`src/rtl/fbdiv_pkg.sv`:
```
package fbdiv_pkg;

    typedef enum logic [2:0] {
        ST_ARMED    = 3'd0,
        ST_PENDING  = 3'd1,
        ST_STEPPING = 3'd2,
        ST_DONE     = 3'd3,
        ST_REARM    = 3'd4
    } step_state_t;

endpackage

```
`src/rtl/ref_sync_edge.sv`:
```
module ref_sync_edge #(
    parameter int STAGES = 2
) (
    input  logic clk,
    input  logic rst_n,
    input  logic ref_async,
    output logic rise_pulse,
    output logic fall_pulse
);

    logic [STAGES-1:0] chain_q;
    logic              last_q;
    logic              synced;

    generate
        if (STAGES < 2) begin : g_bad_stages
            initial $error("ref_sync_edge needs at least two stages");
        end
    endgenerate

    assign synced = chain_q[STAGES-1];

    always_ff @(posedge clk or negedge rst_n) begin
        if (!rst_n) begin
            chain_q <= '0;
            last_q  <= 1'b0;
        end else begin
            chain_q <= {chain_q[STAGES-2:0], ref_async};
            last_q  <= synced;
        end
    end

    always_comb begin
        rise_pulse = synced & ~last_q;
        fall_pulse = ~synced & last_q;
    end

    // the edge pulses are mutually exclusive
    a_r11_pulses_exclusive: assert property (@(posedge clk) disable iff (!rst_n)
        !(rise_pulse && fall_pulse));

    // a rise pulse never lasts two cycles
    a_r11_rise_single: assert property (@(posedge clk) disable iff (!rst_n)
        rise_pulse |=> !rise_pulse);

endmodule

```
`src/rtl/fb_counter.sv`:
```
module fb_counter #(
    parameter int CNT_W     = 6,
    parameter int RESET_DIV = 8
) (
    input  logic             clk,
    input  logic             rst_n,
    input  logic [CNT_W-1:0] next_div,
    output logic [CNT_W-1:0] count,
    output logic [CNT_W-1:0] active_div,
    output logic             at_term,
    output logic             fb_clk
);

    logic [CNT_W-1:0] half_div;

    assign at_term  = (count == (active_div - CNT_W'(1)));
    assign half_div = active_div >> 1;
    assign fb_clk   = (count < half_div);

    always_ff @(posedge clk or negedge rst_n) begin
        if (!rst_n) begin
            count      <= '0;
            active_div <= CNT_W'(RESET_DIV);
        end else if (at_term) begin
            count      <= '0;
            active_div <= next_div;
        end else begin
            count      <= count + CNT_W'(1);
        end
    end

    // the count advances by one away from the wrap
    a_r2_count_advance: assert property (@(posedge clk) disable iff (!rst_n)
        !at_term |=> (count == $past(count) + CNT_W'(1)));

    // the count returns to zero after the terminal value
    a_r2_count_wrap: assert property (@(posedge clk) disable iff (!rst_n)
        at_term |=> (count == '0));

    // a loaded divisor never drops below two
    a_r6_div_floor: assert property (@(posedge clk) disable iff (!rst_n)
        active_div >= CNT_W'(2));

endmodule

```
`src/rtl/step_ctrl.sv`:
```
module step_ctrl
    import fbdiv_pkg::*;
#(
    parameter int CNT_W   = 6,
    parameter int MIN_MOD = 2
) (
    input  logic             clk,
    input  logic             rst_n,
    input  logic             step_req,
    input  logic [CNT_W-1:0] step_size,
    input  logic             step_dir,
    input  logic             at_term,
    input  logic [CNT_W-1:0] count,
    input  logic [CNT_W-1:0] nom_div,
    output logic [CNT_W-1:0] next_div,
    output logic             step_done
);

    localparam int W1      = CNT_W + 1;
    localparam int MAX_DIV = (1 << CNT_W) - 1;

    step_state_t      state_q, state_d;
    logic [CNT_W-1:0] k_q;
    logic             dir_q;
    logic [W1-1:0]    sum_w;
    logic [W1-1:0]    floor_w;
    logic [CNT_W-1:0] mod_div;
    logic             accept;

    assign accept = (state_q == ST_ARMED) && step_req;

    always_comb begin
        sum_w   = {1'b0, nom_div} + {1'b0, k_q};
        floor_w = {1'b0, k_q} + W1'(MIN_MOD);
        if (!dir_q) begin
            if (sum_w > W1'(MAX_DIV)) mod_div = CNT_W'(MAX_DIV);
            else                      mod_div = sum_w[CNT_W-1:0];
        end else begin
            if ({1'b0, nom_div} < floor_w) mod_div = CNT_W'(MIN_MOD);
            else                           mod_div = nom_div - k_q;
        end
    end

    // state register
    always_ff @(posedge clk or negedge rst_n) begin
        if (!rst_n) begin
            state_q <= ST_ARMED;
            k_q     <= '0;
            dir_q   <= 1'b0;
        end else begin
            state_q <= state_d;
            if (accept) begin
                k_q   <= step_size;
                dir_q <= step_dir;
            end
        end
    end

    // next state
    always_comb begin
        state_d = state_q;
        unique case (state_q)
            ST_ARMED:    if (step_req) state_d = ST_PENDING;
            ST_PENDING:  if (at_term)  state_d = ST_STEPPING;
            ST_STEPPING: if (at_term)  state_d = ST_DONE;
            ST_DONE:                   state_d = ST_REARM;
            ST_REARM:    if (!step_req) state_d = ST_ARMED;
            default:                   state_d = ST_ARMED;
        endcase
    end

    // outputs
    always_comb begin
        next_div  = nom_div;
        step_done = 1'b0;
        unique case (state_q)
            ST_PENDING: next_div  = mod_div;
            ST_DONE:    step_done = 1'b1;
            default:    ;
        endcase
    end

    // completion coincides with the first cycle of a new period
    a_r8_done_at_zero: assert property (@(posedge clk) disable iff (!rst_n)
        step_done |-> (count == '0));

    // completion is a single-cycle pulse
    a_r8_done_single: assert property (@(posedge clk) disable iff (!rst_n)
        step_done |=> !step_done);

    // a held request cannot leave the rearm state
    a_r10_hold_blocks: assert property (@(posedge clk) disable iff (!rst_n)
        (state_q == ST_REARM && step_req) |=> (state_q == ST_REARM));

    // latched operands stay put outside the armed state
    a_r9_operands_held: assert property (@(posedge clk) disable iff (!rst_n)
        (state_q != ST_ARMED) |=> ($stable(k_q) && $stable(dir_q)));

endmodule

```
`src/rtl/fbdiv_step_top.sv`:
```
module fbdiv_step_top #(
    parameter int CNT_W       = 6,
    parameter int MIN_NOM     = 5,
    parameter int MIN_MOD     = 2,
    parameter int RESET_DIV   = 8,
    parameter int SYNC_STAGES = 2
) (
    input  logic             vco_clk,
    input  logic             rst_n,
    input  logic             ref_clk,
    input  logic [CNT_W-1:0] div_nom,
    input  logic [CNT_W-1:0] step_size,
    input  logic             step_dir,
    input  logic             step_req,
    output logic             fb_clk,
    output logic [CNT_W-1:0] fb_count,
    output logic             ref_rise,
    output logic             ref_fall,
    output logic             step_done
);

    logic [CNT_W-1:0] nom_eff;
    logic [CNT_W-1:0] next_div;
    logic [CNT_W-1:0] active_div;
    logic             at_term;

    assign nom_eff = (div_nom < CNT_W'(MIN_NOM)) ? CNT_W'(MIN_NOM) : div_nom;

    fb_counter #(
        .CNT_W     (CNT_W),
        .RESET_DIV (RESET_DIV)
    ) u_counter (
        .clk        (vco_clk),
        .rst_n      (rst_n),
        .next_div   (next_div),
        .count      (fb_count),
        .active_div (active_div),
        .at_term    (at_term),
        .fb_clk     (fb_clk)
    );

    step_ctrl #(
        .CNT_W   (CNT_W),
        .MIN_MOD (MIN_MOD)
    ) u_ctrl (
        .clk       (vco_clk),
        .rst_n     (rst_n),
        .step_req  (step_req),
        .step_size (step_size),
        .step_dir  (step_dir),
        .at_term   (at_term),
        .count     (fb_count),
        .nom_div   (nom_eff),
        .next_div  (next_div),
        .step_done (step_done)
    );

    ref_sync_edge #(
        .STAGES (SYNC_STAGES)
    ) u_sync (
        .clk        (vco_clk),
        .rst_n      (rst_n),
        .ref_async  (ref_clk),
        .rise_pulse (ref_rise),
        .fall_pulse (ref_fall)
    );

    // a divisor change only lands on a wrap
    a_r3_div_at_wrap: assert property (@(posedge vco_clk) disable iff (!rst_n)
        (fb_count != '0) |-> $stable(active_div));

endmodule

```
`config.mk`:
```
export PLATFORM = sky130hd
export DESIGN_NAME = fbdiv_step_top
export DESIGN_NICKNAME = d
export VERILOG_FILES = /design/src/rtl/fbdiv_pkg.sv /design/src/rtl/ref_sync_edge.sv /design/src/rtl/fb_counter.sv /design/src/rtl/step_ctrl.sv /design/src/rtl/fbdiv_step_top.sv
export SDC_FILE = /design/constraint.sdc
export NUM_CORES = 1
export LEC_CHECK = 0
export ABC_AREA = 0
export ABC_CLOCK_PERIOD_IN_PS = 2700
export BUFFER_PORTS_ARGS = -buffer_cell sky130_fd_sc_hd__buf_2
export CORE_ASPECT_RATIO = 0.8
export CORE_MARGIN = 2
export CORE_UTILIZATION = 58
export DETAILED_ROUTE_END_ITERATION = 10
export GPL_ROUTABILITY_DRIVEN = 0
export GPL_TIMING_DRIVEN = 0
export PLACE_DENSITY_LB_ADDON = 0.25
export SETUP_SLACK_MARGIN = 0.05
export SYNTH_ARGS = -nofsm -noshare
export SYNTH_HDL_FRONTEND = slang
export SYNTH_SLANG_ARGS = --single-unit
```
`constraint.sdc`:
```
create_clock -name vco_clk -period 2.7 [get_ports vco_clk]
set_clock_uncertainty 0.05 [all_clocks]
set_input_delay 0.54 -clock vco_clk [delete_from_list [all_inputs] [get_ports vco_clk]]
set_output_delay 0.54 -clock vco_clk [all_outputs]
set_load 0.03 [all_outputs]
```
**Word-level counts from Yosys, hierarchy flattened**

Index checks and enable logic that the tools add are counted.

- $add $sub $neg: 5
- Eq/ne operators: 9
- Order comparisons: 4
- Reduce and logical (&&, ||, !) cells: 3
- Bitwise logic cells: 4
- Multiplexer cells: 12

Operator list:

| kind | count |
|---|---|
| 2-to-1 mux 6 bit | 6 |
| one-hot mux 3 bit (5 select lines) | 1 |
| 2-to-1 mux 3 bit | 4 |
| != test 2 bit (second input constant) | 4 |
| adder 6 x 2 -> 7 bit (second input constant) | 1 |
| adder 6 x 6 -> 7 bit | 1 |
| greater-than comparator 7 x 6 -> 1 bit (second input constant) | 1 |
| < comparator 6 x 7 -> 1 bit | 1 |
| adder 6 x 1 -> 6 bit (second input constant) | 1 |
| == test 3 x 2 -> 1 bit (second input constant) | 2 |
| == test 6 bit | 1 |
| < comparator 6 x 3 -> 1 bit (second input constant) | 1 |
| < comparator 6 x 5 -> 1 bit | 1 |
| subtractor 6 x 1 -> 6 bit (second input constant) | 1 |
| subtractor 6 bit | 1 |
| AND reduction 4 bit | 1 |
| == test 3 x 1 -> 1 bit (second input constant) | 1 |
| == test 3 bit (second input constant) | 1 |
| logical NOT 3 bit | 1 |
| AND 1 bit | 2 |
| NOT 1 bit | 2 |
| logical AND 1 bit | 1 |
| 2-to-1 mux 1 bit | 1 |

- Register bits: 25
- Output and inout bits: 10
- Input port bits: 17

**Logic depth before layout (Yosys ltp)**

Gate-level depths: netlist of the first run.

- Depth in word-level cells: 7
- Mapped depth: 11
- Depth with buffers taken out: 11

**Modules after synthesis**

A second synthesis of the first run with hierarchy kept.

- Cell total of the unflattened synthesis: 217
- Area total of the unflattened synthesis: 2115.8 um^2

Modules (own cells, without submodules):

| module | seq. area each (um^2) | cells each | area an instance (um^2) | instances |
|---|---|---|---|---|
| step_ctrl | 250.2 | 133 | 1211.2 | 1 |
| fb_counter | 301.5 | 71 | 769.5 | 1 |
| ref_sync_edge | 75.1 | 5 | 90.1 | 1 |
| fbdiv_step_top | 0.0 | 8 | 45.0 | 1 |

**Worst setup path before layout of the first run**

No wires, ideal clock.

- Kind: input-to-reg
- From: input div_nom[4]
- To: register u_counter.active_div[3]
- Data required time: 2.573 ns
- Setup slack: -0.061 ns
- Arrival: 2.634 ns
- Setup time: 0.077 ns
- Stages on the path: 11
- Buffers on the path: 0
- Cell sequence: nor3_1 -> a21o_1 -> ha_1 -> inv_1 -> fa_1 -> o21ba_1 -> o211a_1 -> nand3b_1 -> a32oi_1 -> or3_1 -> a22oi_2

- Longest elaborated chain between the ends: 7
- Elaborated cells between the ends (all ways): 10

RTL lines:

| element | RTL line | source |
|---|---|---|
| from (decl) | fbdiv_step_top.sv:11 | `input logic [CNT_W-1:0] div_nom,` |
| < comparator 6 x 3 -> 1 bit | fbdiv_step_top.sv:27 | `assign nom_eff = (div_nom < CNT_W'(MIN_NOM)) ? CNT_W'(MIN_NOM) : div_nom;` |
| 2-to-1 mux 6 bit * | fbdiv_step_top.sv:27 |  |
| adder 6 x 6 -> 7 bit | step_ctrl.sv:33 | `sum_w = {1'b0, nom_div} + {1'b0, k_q};` |
| greater-than comparator 7 x 6 -> 1 bit | step_ctrl.sv:36 | `if (sum_w > W1'(MAX_DIV)) mod_div = CNT_W'(MAX_DIV);` |
| 2-to-1 mux 6 bit | step_ctrl.sv:36 |  |
| 2-to-1 mux 6 bit | step_ctrl.sv:35 | `if (!dir_q) begin` |
| 2-to-1 mux 6 bit * | step_ctrl.sv:76 | `unique case (state_q)` |
| to (signal assigned) | fb_counter.sv:23 | `active_div <= CNT_W'(RESET_DIV);` |
| to (signal assigned) | fb_counter.sv:26 | `active_div <= next_div;` |
| to (decl) | fb_counter.sv:9 | `output logic [CNT_W-1:0] active_div,` |

Mark *: on every way between the ends. The rest lies on a longest branch, timed or not.
A chain may end at the register's enable or synchronous reset.

**Worst setup path after layout of the first run**

- From: input div_nom[5]
- To: register u_counter.active_div[3]

Same word-level chain as after synthesis.

==> results of run 1 <==
-- registers in the layout (all words and copies together), names as in the netlist --
| name | count |
|---|---|
| u_ctrl.dir_q | 1 |
| u_sync.last_q | 1 |
| u_counter.active_div | 6 |
| u_sync.chain_q | 2 |
| u_ctrl.state_q | 3 |
| u_counter.count | 6 |
| u_ctrl.k_q | 6 |
-- repair_timing --
item,CTS,global route
gates resized for setup,16,6
pin swaps,11,10
buffers inserted,7,2
endpoints found under the setup margin,5,6
-- worst paths after layout --
path	start	end	slack (ns)
setup / recovery	div_nom[5]	u_counter.active_div[3]	0.02
hold / removal	rst_n	u_ctrl.k_q[2]	0.20
setup reg to reg	u_ctrl.k_q[3]	u_counter.active_div[3]	0.24
hold reg to reg	u_sync.chain_q[0]	u_sync.chain_q[1]	0.31
max in group asynchronous	rst_n	u_counter.active_div[0]	2.00
min in group vco_clk	u_sync.chain_q[0]	u_sync.chain_q[1]	0.31
-- logic make-up after synthesis --
| group | count (synthesis) |
|---|---|
| AND/OR/NAND/NOR | 73 |
| AO/OA/AOI/OAI | 55 |
| buffers and inverters | 28 |
| adder cells (fa/ha/maj) | 25 |
| flip-flops | 25 |
| XOR/XNOR | 19 |
| multiplexers | 4 |
-- layout by cell type (no fill, tap or decap), types with 3 or more instances in the layout --
| cell type | count |
|---|---|
| a21oi_2 | 3 |
| nor2b_1 | 7 |
| nand2b_1 | 5 |
| nor3_1 | 3 |
| buf_2 | 24 |
| nand3_1 | 10 |
| xnor2_1 | 16 |
| o21ai_1 | 9 |
| o31a_1 | 3 |
| nand2_1 | 14 |
| nor2_1 | 14 |
| buf_4 | 8 |
| a211oi_1 | 3 |
| clkbuf_8 | 3 |
| ha_1 | 21 |
| inv_1 | 17 |
| and2_1 | 4 |
| a31oi_1 | 3 |
| mux2_1 | 3 |
| dfrtp_1 | 24 |
| clkbuf_1 | 6 |
| o21ai_0 | 4 |
| xor2_1 | 3 |
| a21oi_1 | 6 |
-- critical path, cell delays in order --
cell,delay [ns]
buf_8,0.11
nor3_4,0.21
a21o_1,0.20
ha_2,0.20
inv_2,0.04
fa_2,0.38
o21ba_4,0.21
o211a_4,0.24
nand3b_1,0.08
a32oi_1,0.09
or3_1,0.39
a22oi_2,0.13
-- routing by layer --
metal | track usage, % | part of all wire, % | vias to the layer above
met4 | 3.23 | 0.64 | 0
li1 | - | - | 883
met5 | 0 | 0 | -
met1 | 38.0 | 49 | 816
met3 | 4.42 | 5.6 | 4
met2 | 38.9 | 44 | 51
-- where the power goes --
part | leakage (nW) | switching, mW | internal (mW)
sequential | 0.294 | 0.212 | 0.537
combinational | 0.809 | 1.10 | 0.943
clock | 0.0255 | 0.128 | 0.104
total | 1.13 | 1.44 | 1.58
-- layout make-up --
| type | count | area (µm²) | area share [%] |
|---|---|---|---|
| buffer | 8 | 37.5 | 1.53 |
| clock buffer | 3 | 41.3 | 1.68 |
| clock inverter | 1 | 5.00 | 0.204 |
| inverter | 19 | 71.3 | 2.91 |
| multi-input combinational | 176 | 1400 | 57.0 |
| sequential | 25 | 627 | 25.5 |
| tap | 42 | 52.6 | 2.14 |
| timing repair buffer | 35 | 221 | 9.03 |
-- per-stage QoR --
stage	power (mW)	std cells
floorplan	2.20	229
global placement	2.56	297
detailed placement	2.62	297
CTS	2.96	307
global route	3.31	309
finish	3.03	309
==> metrics.txt, run 1 <==
initial antenna violation count 0; Seq/Total Area, Yosys 30.5%; buffers added on ports 26; I/O pin count 27; DR vias 1754; Die W 70.6 µm; CTS tree done; largest family of logic cells by synthesized area simple AND/OR/NAND/NOR gates; flops & latches, synth 25; CP Capture Type flop; Gate Count Post-Synth 229; HP Class in -> async; CTS clock-pin slew for the worst setup and hold paths 0.10 ns; Avg Inst Size Synth 8.98 µm²; multiplexer area fraction after synthesis 2.19%; TNS Setup 0 ns; Power Density 1230 nW/µm²; CORE AREA 3420 µm²; first-pass GRT wire length 7.98 mm; gr usage total 25.0%; RSZ-0062 raised after global routing yes; Syn. warnings 0; Max Slew Vio Count 0; Leakage 1.13 nW; Post-Route WL 4.70 mm; DRT Pass-1 Iters 4; Residual DRC 0; outcome finished, final reports clean; Tmin final 2.68 ns; Congestion Overflow GR 0; arrival time of the worst setup path 2.84 ns; largest net degree at the start of global routing 26; worst slew pin tran 0.588 ns; Post-synth ARST share 100%; Post-synth top flop dfrtp_1; worst endpoint required time 2.86 ns; Via density 5.68; antenna-violating nets left 0; dominant cells by area after synthesis dfrtp_1, ha_1, xnor2_1; Placed Area 2250 µm²; Simple-Gate Fraction of Synth Area 19.1%; Placement Setup Slack -0.424 ns; Area Overhead vs Synth 19.3%; hold_ws 0.199 ns; std cell rows 19; Die Y 57.3 µm; Compound-Gate Fraction of Synth Area 18.7%; H-Tree Depth 1; xor and xnor area share after synthesis 8.09%; Slew headroom 60.8%; VDD IR max 0.000584 V; Worst-Skew Late Latency 0.27 ns; Die ar. 4040 µm²; final hold violation count 0; vias in the first global route 1652; Setup crit start kind input pin; final setup margin 0.0183 ns; Final Util 71.7%; final setup fails 0; EDFF count, synth 0; post-synth cell types 54; Adder-Cell Fraction of Synth Area 15.9%; Sink Count 25; cell accounting for the most synthesized area dfrtp_1; count leader, synth dfrtp_1; Root Driver clkbuf_8; Syn Nets 271; synthesized area 2060 µm²; achievable frequency 373 MHz; design area 2450 µm²; CP max FO 5; antenna cells 0; layout cells sized above 1 23.6%; Clock Path Buffers 2; final net count 310; final period utilization 99.3%; cts hold-fix bufs 0; detailed placement HPWL 3.45 mm; Initial Util 60.1%; Synth top area share 29.2%; MaxCap Viol Count 0; wire per inst 15.2 µm; Reg2Reg Depth 8; most frequent cells after synthesis dfrtp_1, ha_1, inv_1, xnor2_1; Fill cells 275; Setup CP Type in -> reg; DRC violation total after the first TritonRoute iteration 86; cts bufs inserted 3
Power figures use the tool's default switching activity.
==> run 2: changes to the inputs <==
- CORE_UTILIZATION: 58 -> 30
==> metrics.txt, run 2 (synthesis results as in run 1) <==
Slew headroom 57.9% (was 60.8%); most frequent cells in the layout dfrtp_1, buf_2, ha_1 (was buf_2, dfrtp_1, ha_1); antenna-violating nets left 0 (unchanged); Reg2Reg Depth 8 (unchanged); gr usage total 13.9% (was 25.0%); wire per inst 14.0 µm (was 15.2 µm); Via density 4.93 (was 5.68); DR vias 1746 (was 1754); Max Slew Vio Count 0 (unchanged); Initial Util 31.6% (was 60.1%); Setup crit start kind input pin (unchanged); DRT Pass-1 Iters 6 (was 4); antenna cells 0 (unchanged); cts hold-fix bufs 0 (unchanged); final hold violation count 0 (unchanged); Setup CP Type in -> reg (unchanged); std cell rows 26 (was 19); Post-Route WL 4.95 mm (was 4.70 mm); Final Non-Filler Cells 354 (was 309); layout cells sized above 1 25.6% (was 23.6%); Clock Path Buffers 2 (unchanged); RSZ-0062 raised after global routing yes (unchanged); HP Class in -> async (unchanged); switching part of the total power 47.1% (was 47.7%); H-Tree Depth 1 (unchanged); vias in the first global route 1630 (was 1652); CORE AREA 6510 µm² (was 3420 µm²); Worst R2R Start u_ctrl.k_q[3] (unchanged); final period utilization 99.3% (about the same); Placed Cells 339 (was 297); CP Cell Sequence buf_8 > nor3_4 > a21o_1 > ha_2 > inv_2 > fa_2 > o21ba_4 > o211a_4 > nand3b_1 > a32oi_1 > or3_4 > a22oi_2 (was buf_8 > nor3_4 > a21o_1 > ha_2 > inv_2 > fa_2 > o21ba_4 > o211a_4 > nand3b_1 > a32oi_1 > or3_1 > a22oi_2); MaxCap Viol Count 0 (unchanged); achievable frequency 373 MHz (about the same); Fill cells 689 (was 275); Die Y 78.1 µm (was 57.3 µm); outcome finished, final reports clean (unchanged); P_sw 1.46 mW (was 1.44 mW); Sink Count 25 (unchanged); Area Overhead vs Synth 24.2% (was 19.3%); Worst Setup SP div_nom[5] (unchanged); Power Density 1210 nW/µm² (was 1230 nW/µm²); cts bufs inserted 3 (unchanged); CTS clock-pin slew for the worst setup and hold paths 0.10 ns (about the same); Clk pwr share 7.5% (was 7.7%); Residual DRC 0 (unchanged); area of the multi-input gates 1420 µm² (was 1400 µm²); I/O pin count 27 (unchanged); Congestion Overflow GR 0 (unchanged); Tmin final 2.68 ns (about the same); initial antenna violation count 0 (unchanged); final net count 313 (was 310); commonest non-fill, non-tap cell in the layout dfrtp_1; Reg2Reg Capture Point u_counter.active_div[3] (unchanged); TNS Setup 0 ns (unchanged); Die W 96.6 µm (was 70.6 µm); Sequential Power Share 24.2% (was 24.7%); CP max FO 4 (was 5); first-pass GRT wire length 8.12 mm (was 7.98 mm); CP Capture Type flop (unchanged); crit-path max cell delay 0.39 ns (about the same); Slowest-stage cell, CP or3_4 (was or3_1); VDD IR max 0.000392 V (was 0.000584 V); Leakage 1.15 nW (was 1.13 nW); largest net degree at the start of global routing 26 (unchanged); final setup fails 0 (unchanged); CP Capture Point u_counter.active_div[3] (unchanged); detailed placement HPWL 3.79 mm (was 3.45 mm); Reg area 627 µm² (unchanged); P_int 1.64 mW (was 1.58 mW); worst slew pin tran 0.632 ns (was 0.588 ns); r2r setup slk 0.25 ns (was 0.24 ns); arrival time of the worst setup path 2.83 ns (was 2.84 ns); CTS tree done (unchanged); buffers added on ports 26 (unchanged); Worst-Skew Late Latency 0.27 ns (about the same); Largest regs u_counter.active_div: 6 flops, u_counter.count: 6 flops, u_ctrl.k_q: 6 flops (unchanged); DRC violation total after the first TritonRoute iteration 79 (was 86); Root Driver clkbuf_8 (unchanged); worst endpoint required time 2.85 ns (was 2.86 ns); Die ar. 7540 µm² (was 4040 µm²); combinational share of power 68.3% (was 67.6%)
==> run 2: what timing repair did <==
item	4_1_cts	5_1_grt
setup buffers	8	4
resized for setup	17	13
setup endpoints to repair	6	7
gates cloned	0	0
pin swaps	12	14
==> run 2: critical path: cells and delay by family <==
kind	cells	cell delay [ns]
adders and majority gates	2	0.58
buffers and inverters	2	0.14
and+or+nand+nor	3	0.69
AOI/OAI and AO/OA	5	0.88
==> run 2: worst min path at each step <==
| stage | to | slack, ns | depth (start not counted) |
|---|---|---|---|
| 3_3_place_gp | u_sync.chain_q[1] | 0.29 | 0 |
| 6_report | u_ctrl.k_q[1] | 0.22 | 1 |
| 4_1_cts | u_ctrl.k_q[5] | 0.25 | 1 |
| 2_1_floorplan | u_counter.active_div[0] | 0.19 | 0 |
| 5_1_grt | u_ctrl.k_q[4] | 0.27 | 1 |
| 3_5_place_dp | u_sync.chain_q[1] | 0.28 | 0 |
==> run 2: final cells by class <==
cell class | count | share of cell area (%)
Inverter | 19 | 2.79
Tap cell | 84 | 4.11
Buffer | 8 | 1.47
Timing Repair Buffer | 38 | 9.75
Clock buffer | 3 | 1.62
Sequential cell | 25 | 24.5
Clock inverter | 1 | 0.196
Multi-Input combinational cell | 176 | 55.5
==> run 2: stage by stage <==
| stage | setup slack [ns] | instance area, µm² | total power, mW | hold WS, ns | util [%] |
|---|---|---|---|---|---|
| 2_1_floorplan | 0.0442 | 2070 | 2.20 | 0.194 | - |
| 3_3_place_gp | -0.475 | 2300 | 2.62 | 0.286 | 35.4 |
| 3_5_place_dp | -0.486 | 2300 | 2.65 | 0.285 | 35.4 |
| 4_1_cts | -0.0195 | 2470 | 3.01 | 0.254 | 38.0 |
| 5_1_grt | -0.0600 | 2550 | 3.40 | 0.268 | 39.3 |
| 6_report | 0.0181 | 2550 | 3.10 | 0.221 | 39.3 |
==> run 2: metal layers <==
metal / track usage, % / share of wire (%) / vias to the layer above
li1: - / - / 895
met3: 2.30 / 5.1 / 2
met5: 0 / 0 / -
met1: 22.7 / 55 / 810
met2: 19.3 / 39 / 39
met4: 1.69 / 0.36 / 0
==> run 2: power by group through the flow <==
stage	logic, mW	registers, mW	clock network [mW]
floorplan	1.41	0.792	0
finish	2.12	0.749	0.232
detailed placement	1.89	0.758	0
global route	2.35	0.787	0.262
global placement	1.86	0.756	0
CTS	2.01	0.750	0.251
